**config.mk**
```make
export PLATFORM = sky130hd
export DESIGN_NAME = pwm_lockchan
export DESIGN_NICKNAME = d
export VERILOG_FILES = /design/src/rtl/pwm_lockchan_pkg.sv /design/src/rtl/pwm_regfile.sv /design/src/rtl/pwm_timebase.sv /design/src/rtl/pwm_waveform.sv /design/src/rtl/pwm_lockchan.sv
export SDC_FILE = /design/constraint.sdc
export NUM_CORES = 1
export LEC_CHECK = 0
export BUFFER_PORTS_ARGS = -buffer_cell sky130_fd_sc_hd__buf_4
export CORE_MARGIN = 1
export CORE_UTILIZATION = 58
export DETAILED_ROUTE_END_ITERATION = 8
export PLACE_DENSITY = 0.89
export SETUP_SLACK_MARGIN = 0.1
export SKIP_CTS_REPAIR_TIMING = 1
export SLEW_MARGIN = 20
export SYNTH_ARGS = -nofsm -noshare
export SYNTH_HDL_FRONTEND = slang
export SYNTH_SLANG_ARGS = --single-unit
```
**constraint.sdc**
```tcl
create_clock -name clk -period 4 [get_ports clk]
set_input_delay 0 -clock clk [delete_from_list [all_inputs] [get_ports clk]]
set_output_delay 0 -clock clk [all_outputs]
set_load 0.02 [all_outputs]
```
**src/rtl/pwm_lockchan_pkg.sv**
```systemverilog
package pwm_lockchan_pkg;
  localparam int BUS_W  = 32;
  localparam int ADDR_W = 4;

  localparam logic [ADDR_W-1:0] OFS_CNT  = 4'h0;
  localparam logic [ADDR_W-1:0] OFS_PER  = 4'h4;
  localparam logic [ADDR_W-1:0] OFS_DUTY = 4'h8;
  localparam logic [ADDR_W-1:0] OFS_CTRL = 4'hC;

  localparam int CB_EN   = 0;
  localparam int CB_DPOL = 3;
  localparam int CB_IPOL = 4;
  localparam int CB_LOCK = 6;
endpackage

```
**src/rtl/pwm_regfile.sv**
```systemverilog
module pwm_regfile
  import pwm_lockchan_pkg::*;
#(
  parameter int CNT_W = 16
) (
  input  logic              clk,
  input  logic              rst_n,
  input  logic              we_i,
  input  logic [ADDR_W-1:0] addr_i,
  input  logic [BUS_W-1:0]  wdata_i,
  input  logic [CNT_W-1:0]  cnt_i,
  output logic [BUS_W-1:0]  rdata_o,
  output logic [CNT_W-1:0]  per_sh_o,
  output logic [CNT_W-1:0]  duty_sh_o,
  output logic              en_o,
  output logic              lock_o,
  output logic              dpol_o,
  output logic              ipol_o
);
  logic [BUS_W-1:0] ctrl_q, ctrl_d;
  logic [CNT_W-1:0] per_q, per_d, duty_q, duty_d;
  logic             per_wen, duty_wen, ctrl_wen;

  assign per_wen  = we_i && (addr_i == OFS_PER);
  assign duty_wen = we_i && (addr_i == OFS_DUTY);
  assign ctrl_wen = we_i && (addr_i == OFS_CTRL);

  always_comb begin
    per_d  = per_wen  ? wdata_i[CNT_W-1:0] : per_q;
    duty_d = duty_wen ? wdata_i[CNT_W-1:0] : duty_q;
    ctrl_d = ctrl_wen ? wdata_i            : ctrl_q;
  end

  always_ff @(posedge clk or negedge rst_n) begin
    if (!rst_n) begin
      per_q  <= '0;
      duty_q <= '0;
      ctrl_q <= '0;
    end else begin
      per_q  <= per_d;
      duty_q <= duty_d;
      ctrl_q <= ctrl_d;
    end
  end

  always_comb begin
    case (addr_i)
      OFS_CNT:  rdata_o = BUS_W'(cnt_i);
      OFS_PER:  rdata_o = BUS_W'(per_q);
      OFS_DUTY: rdata_o = BUS_W'(duty_q);
      OFS_CTRL: rdata_o = ctrl_q;
      default:  rdata_o = '0;
    endcase
  end

  assign per_sh_o  = per_q;
  assign duty_sh_o = duty_q;
  assign en_o      = ctrl_q[CB_EN];
  assign lock_o    = ctrl_q[CB_LOCK];
  assign dpol_o    = ctrl_q[CB_DPOL];
  assign ipol_o    = ctrl_q[CB_IPOL];
endmodule

```
**src/rtl/pwm_timebase.sv**
```systemverilog
module pwm_timebase #(
  parameter int CNT_W = 16
) (
  input  logic             clk,
  input  logic             rst_n,
  input  logic             en_i,
  input  logic             lock_i,
  input  logic             dpol_i,
  input  logic             ipol_i,
  input  logic [CNT_W-1:0] per_sh_i,
  input  logic [CNT_W-1:0] duty_sh_i,
  output logic [CNT_W-1:0] cnt_o,
  output logic [CNT_W-1:0] per_act_o,
  output logic [CNT_W-1:0] duty_act_o,
  output logic             dpol_act_o,
  output logic             ipol_act_o
);
  localparam logic [CNT_W-1:0] ONE = CNT_W'(1);

  logic [CNT_W-1:0] cnt_q, cnt_d, per_q, per_d, duty_q, duty_d;
  logic             dpol_q, dpol_d, ipol_q, ipol_d;
  logic             at_end, boundary, load_en;

  // a period ends on the last count, on a zero period, or while stopped
  assign at_end   = (per_q == '0) || (cnt_q == per_q - ONE);
  assign boundary = !en_i || at_end;
  assign load_en  = boundary && !lock_i;

  always_comb begin
    cnt_d  = boundary ? '0 : cnt_q + ONE;
    per_d  = load_en ? per_sh_i  : per_q;
    duty_d = load_en ? duty_sh_i : duty_q;
    dpol_d = load_en ? dpol_i    : dpol_q;
    ipol_d = load_en ? ipol_i    : ipol_q;
  end

  always_ff @(posedge clk or negedge rst_n) begin
    if (!rst_n) begin
      cnt_q  <= '0;
      per_q  <= '0;
      duty_q <= '0;
      dpol_q <= 1'b0;
      ipol_q <= 1'b0;
    end else begin
      cnt_q  <= cnt_d;
      per_q  <= per_d;
      duty_q <= duty_d;
      dpol_q <= dpol_d;
      ipol_q <= ipol_d;
    end
  end

  assign cnt_o      = cnt_q;
  assign per_act_o  = per_q;
  assign duty_act_o = duty_q;
  assign dpol_act_o = dpol_q;
  assign ipol_act_o = ipol_q;
endmodule

```
**src/rtl/pwm_waveform.sv**
```systemverilog
module pwm_waveform #(
  parameter int CNT_W = 16
) (
  input  logic             clk,
  input  logic             rst_n,
  input  logic             en_i,
  input  logic [CNT_W-1:0] cnt_i,
  input  logic [CNT_W-1:0] per_i,
  input  logic [CNT_W-1:0] duty_i,
  input  logic             dpol_i,
  input  logic             ipol_i,
  output logic             pwm_o
);
  logic running, in_duty, out_d, out_q;

  assign running = en_i && (per_i != '0);
  assign in_duty = cnt_i < duty_i;

  always_comb begin
    if (!running)     out_d = ipol_i;
    else if (in_duty) out_d = dpol_i;
    else              out_d = !dpol_i;
  end

  always_ff @(posedge clk or negedge rst_n) begin
    if (!rst_n) out_q <= 1'b0;
    else        out_q <= out_d;
  end

  assign pwm_o = out_q;
endmodule

```
**src/rtl/pwm_lockchan.sv**
```systemverilog
module pwm_lockchan
  import pwm_lockchan_pkg::*;
#(
  parameter int CNT_W = 16
) (
  input  logic              clk,
  input  logic              rst_n,
  input  logic              bus_we,
  input  logic [ADDR_W-1:0] bus_addr,
  input  logic [BUS_W-1:0]  bus_wdata,
  output logic [BUS_W-1:0]  bus_rdata,
  output logic              pwm_out
);
  logic [1:0]       rst_pipe;
  logic             rst_int_n;
  logic [CNT_W-1:0] cnt, per_sh, duty_sh, per_act, duty_act;
  logic             en, lock, dpol, ipol, dpol_act, ipol_act;

  // asynchronous assertion, release aligned to the clock
  always_ff @(posedge clk or negedge rst_n) begin
    if (!rst_n) rst_pipe <= '0;
    else        rst_pipe <= {rst_pipe[0], 1'b1};
  end
  assign rst_int_n = rst_pipe[1];

  pwm_regfile #(.CNT_W(CNT_W)) u_regs (
    .clk      (clk),
    .rst_n    (rst_int_n),
    .we_i     (bus_we),
    .addr_i   (bus_addr),
    .wdata_i  (bus_wdata),
    .cnt_i    (cnt),
    .rdata_o  (bus_rdata),
    .per_sh_o (per_sh),
    .duty_sh_o(duty_sh),
    .en_o     (en),
    .lock_o   (lock),
    .dpol_o   (dpol),
    .ipol_o   (ipol)
  );

  pwm_timebase #(.CNT_W(CNT_W)) u_tbase (
    .clk       (clk),
    .rst_n     (rst_int_n),
    .en_i      (en),
    .lock_i    (lock),
    .dpol_i    (dpol),
    .ipol_i    (ipol),
    .per_sh_i  (per_sh),
    .duty_sh_i (duty_sh),
    .cnt_o     (cnt),
    .per_act_o (per_act),
    .duty_act_o(duty_act),
    .dpol_act_o(dpol_act),
    .ipol_act_o(ipol_act)
  );

  pwm_waveform #(.CNT_W(CNT_W)) u_wave (
    .clk   (clk),
    .rst_n (rst_int_n),
    .en_i  (en),
    .cnt_i (cnt),
    .per_i (per_act),
    .duty_i(duty_act),
    .dpol_i(dpol_act),
    .ipol_i(ipol_act),
    .pwm_o (pwm_out)
  );
endmodule

```
**Word level (Yosys, flattened, before mapping)**

Index checks and enable logic that the tools add are counted.

- Output and inout bits: 33
- Register bits after elaboration: 117
- Logic and storage cells: 34
- Bits of input ports: 39

- Magnitude comparators: 1
- Reductions and logical operators: 13
- Add/subtract/negate cells: 2
- Eq/ne operators: 4
- Multiplexer cells: 4

Operators with widths:

| operator | number |
|---|---|
| $pmux W32 S4 | 1 |
| $add A16 B1 Y16 const B | 1 |
| $eq A16 B16 Y1 | 1 |
| $logic_not A16 Y1 | 1 |
| $lt A16 B16 Y1 | 1 |
| $mux W16 | 1 |
| $reduce_bool A16 Y1 | 1 |
| $sub A16 B1 Y16 const B | 1 |
| $eq A4 B4 Y1 const B | 2 |
| $logic_and A1 B1 Y1 | 5 |
| $eq A4 B3 Y1 const B | 1 |
| $logic_not A4 Y1 | 1 |
| $logic_not A1 Y1 | 3 |
| $logic_or A1 B1 Y1 | 2 |
| $mux W1 | 2 |

**Depth between registers and ports, before layout**

- Depth in word-level cells: 5
- Gate-level depth with buffers: 10
- Mapped depth without buffers: 9

**Cells and area by module**

From an unflattened synthesis, not the netlist that was laid out.

- Cells, all modules: 498
- Area, all modules: 6,329.8 um^2

Modules (own cells, without submodules):

| module | area each (um^2) | cells an instance | instances | seq. area each (um^2) |
|---|---|---|---|---|
| pwm_regfile | 3,215.6 | 215 | 1 | 1,601.5 |
| pwm_timebase | 2,582.5 | 217 | 1 | 1,251.2 |
| pwm_waveform | 478.0 | 63 | 1 | 25.0 |
| pwm_lockchan | 53.8 | 3 | 1 | 50.0 |

**Worst setup path after synthesis**

No wires, ideal clock.

- Path type: reg2reg
- Start: reg u_tbase.per_q[9] (netlist: u_tbase.per_act_o[9])
- End: reg u_tbase.dpol_q (netlist: u_tbase.dpol_act_o)
- Arrival time: 2.990 ns
- Slack: 0.885 ns
- Setup time: 0.125 ns
- Cell stages (with the launch flop): 9
- Clock period less this slack: 3.115 ns
- Path buffers: 1
- Data required time: 3.875 ns
- Cell sequence: dfrtp_1 or4_1 or3_4 xor2_1 or3_1 a2111o_1 a21oi_4 buf_6 mux2_2

- Longest elaborated chain between the ends: 5
- Elaborated cells between the ends (all ways): 6
- Classes of those cells: add/sub (1); eq/ne (1); reduce/logical (4)

RTL lines:

| element | RTL line | source |
|---|---|---|
| from (decl) | pwm_timebase.sv:20 | `logic [CNT_W-1:0] cnt_q, cnt_d, per_q, per_d, duty_q, duty_d;` |
| from (signal assigned) | pwm_timebase.sv:46 | `per_q <= per_d;` |
| $sub A16 B1 Y16 | pwm_timebase.sv:25 | `assign at_end = (per_q == '0) \|\| (cnt_q == per_q - ONE);` |
| $eq A16 B16 Y1 | pwm_timebase.sv:25 |  |
| $logic_or A1 B1 Y1 (*) | pwm_timebase.sv:25 |  |
| $logic_or A1 B1 Y1 (*) | pwm_timebase.sv:26 | `assign boundary = !en_i \|\| at_end;` |
| $logic_and A1 B1 Y1 (*) | pwm_timebase.sv:27 | `assign load_en = boundary && !lock_i;` |
| to (signal assigned) | pwm_timebase.sv:48 | `dpol_q <= dpol_d;` |
| to (decl) | pwm_timebase.sv:21 | `logic dpol_q, dpol_d, ipol_q, ipol_d;` |

Mark *: on every way between the ends. The rest lies on a longest branch, timed or not.
A chain may end at the register's enable or synchronous reset.

**Worst setup path after layout**

Ends and elaborated chain as after synthesis.

==> key figures <==
Outcome
  • Status: finished clean

Clock tree
  • Maximum root-to-sink buffer count: 2
  • CTS tree: built
  • CTS buffer count: 17
  • CTS sink count: 117
  • CTS clk-pin slew, worst paths: 60 ps
  • CTS H-Tree Depth: 4
  • Clock insertion delay at the later pin of the skew report: 540 ps
  • CTS Root Cell: clkbuf_8

Global route
  • GRT Total Usage: 30.88%
  • Vias in the first global route: 4470
  • Largest net degree at the start of global routing: 44
  • Initial antenna violation count: 0
  • GR Overflow Total: 0
  • First-pass GRT wire length: 23450 um

Logic synthesis
  • Synth warn: 0
  • Async SR Flop Fraction: 100.0%
  • Top cell type's share of synthesized area: 50.19%
  • Synth Net Count: 530
  • Post-synthesis register bit count: 117
  • Largest cells by area after synthesis: dfrtp_1, mux2_2, ha_1
  • Syn Area/Cell: 12.33 sq um
  • Count leader, synth: dfrtp_1
  • Netlist Area Pre-Place: 5833 sq um
  • Post-synthesis sequential area ratio: 50.19%
  • List of most frequent post-synthesis cells: dfrtp_1, mux2_2, nor2_1, inv_1, xnor2_1
  • Dominant cell type by area after synthesis: dfrtp_1
  • Post-synthesis cell type count: 48
  • Synthesized instance count: 473
  • Primary FF master, synth: dfrtp_1
  • Post-synth EDFFs: 0

Power
  • Worst vdd ir: 0.4489 mV
  • Overall power: 4.594 mW
  • Static Leakage: 3.443 nW
  • Switching fraction of total power: 32.62%
  • NetSw: 1.499 mW
  • PwrDens: 612.9 nW/um^2
  • Seq pwr share: 40.1%
  • Clock group share of total power: 33.9%
  • Cell-internal power: 3.096 mW
  • Gate power share: 26.0%

Timing
  • Worst Slack Setup Final: 601.2 ps
  • Fin. max-slew vios: 0
  • Worst slew margin: 34.84%
  • Tmin final: 3399 ps
  • F_max: 294.2 MHz
  • Fin crit share: 84.97%
  • Setup tns final: 0 ps
  • Final setup fails: 0
  • Clk_skew: 14.15 ps
  • Hold Vio Cnt, Final: 0
  • RSZ-0062 raised after global routing: no
  • Least-Margin Pin Slew: 975.0 ps

Placement
  • Setup slack at placement: 663.0 ps
  • Cell Area, Placed: 6551 sq um
  • Port Buffers: 71
  • DPL Wire Length: 9610 um
  • RePlAce Congestion: 0.8711

Setup path
  • Register-to-register setup slack: 600 ps
  • Critical path capture point type: flop
  • Startpoint types: flop
  • RR Startpoint: u_tbase.per_act_o[9]
  • Reg2Reg Depth: 8
  • CP required: 4410 ps
  • Critical path arrival: 3810 ps
  • Reg2reg end: u_tbase.dpol_act_o
  • WS Path Type: flop to flop
  • Crit-path max FO: 25

Detailed routing
  • Vias per cell: 6.333
  • Routed wire per std cell: 22.69 um
  • Drt drc: 0
  • Total length of routed wires: 16680 um
  • ANT nets after route: 0
  • Vias: 4655
  • Drt pass-1 iters: 5
  • Initial DRC Count: 367

Finish
  • Core Util, Final: 76.69%
  • Layout cells sized above 1: 36.38%
  • Finished Cell Area: 7496 sq um
  • Area delta synth->final: 28.51%
  • Nets: 646
  • N_diodes: 0

Die
  • CORE AREA: 9774 sq um
  • Die area: 10460 sq um
  • Cell row count: 36
  • Die Span Y: 102.3 um
  • Starting Density: 59.68%
  • Die extent in x: 102.3 um
  • IO Pins: 72

Min path
  • Hold depth: 3
  • HP Class: input pin to flop
  • HP Start: bus_we
  • Hold Path End: u_regs.ctrl_q[7]

Run
  • Max-Cap Viols: 0
[power by group through the flow]
stage	Clock (mW)	Sequential (mW)	Combinational (mW)
floorplan	0	1.74	0.836
global placement	0	1.80	1.06
detailed placement	0	1.82	1.11
CTS	1.55	1.82	1.13
global route	1.60	1.87	1.29
finish	1.56	1.84	1.20
[cells by family after synthesis]
logic type	count (synthesis)	share of synthesized area (%)
AOI/OAI and AO/OA	64	9.352
xor gates and xnor gates	31	4.655
adders and majority gates	18	3.861
buffers and inverters	36	2.703
DFF	117	50.19
muxes	96	18.53
other	1	0.06429
and+or+nand+nor	110	10.64
[sequential cells by signal (all words and copies together), names as in the netlist]
register / count
u_regs.ctrl_q: 32
u_regs.duty_sh_o: 16
u_regs.per_sh_o: 16
u_tbase.cnt_o: 16
u_tbase.duty_act_o: 16
u_tbase.per_act_o: 16
rst_pipe: 2
u_tbase.dpol_act_o: 1
u_tbase.ipol_act_o: 1
u_wave.pwm_o: 1
[layer usage]
layer	vias up	routed length (um)	global-route usage [%]	part of all wire (%)
met5	-	0	0	0
met4	0	498	13.74	3.0
met3	51	1318	8.824	7.9
met2	273	8344	49.66	50
met1	2352	6519	39.03	39
li1	1979	-	-	-
[area by class of cell]
class | instances | area [sq um]
Sequential cell | 117 | 2932
Multi-Input combinational cell | 320 | 2781
Fill cell | 532 | 2278
Timing Repair Buffer | 114 | 940.9
Clock buffer | 18 | 427.9
Clock inverter | 14 | 176.4
Tap cell | 133 | 166.4
Inverter | 19 | 71.32
[worst max-delay path: stages (launching register included)]
cell	delay (ps)
dfrtp_1	430
or4_1	570
or3_4	360
xor2_1	160
or3_1	340
a2111o_1	490
a21oi_4	170
buf_4	350
mux2_2	400
[worst max path at each step]
stage	slack [ps]	startpoint	end
4_1_cts	620	u_tbase.per_act_o[9]	u_tbase.dpol_act_o
5_1_grt	440	u_tbase.per_act_o[5]	u_tbase.dpol_act_o
6_report	600	u_tbase.per_act_o[9]	u_tbase.dpol_act_o
3_5_place_dp	660	u_tbase.per_act_o[9]	u_tbase.ipol_act_o
3_3_place_gp	730	u_tbase.per_act_o[9]	u_tbase.per_act_o[3]
2_1_floorplan	500	rst_pipe[1]	u_regs.ctrl_q[0]
[through the flow]
| stage | hold WS, ps | std cells |
|---|---|---|
| 2_1_floorplan | -295.6 | 473 |
| 3_3_place_gp | -216.3 | 669 |
| 3_5_place_dp | -215.5 | 669 |
| 4_1_cts | -770.0 | 701 |
| 5_1_grt | 110.3 | 735 |
| 6_report | 84.94 | 735 |
[cell usage in the layout (no fill, tap or decap), types with 5 or more instances in the layout]
cell type        n
mux2_2          94
clkinv_4         5
nor3_1           7
and3_1           8
buf_4           80
a221o_1         17
dlygate4sd3_1   34
xor2_1          12
ha_1            18
o21ai_0          6
dfrtp_1        116
nand4_1          6
nand2_1         14
and2_1          16
a22o_1          16
clkbuf_16       16
nor2_1          23
nand3_1          6
inv_1           19
xnor2_1         19
Note: power is estimated with default switching activity, not from simulation.
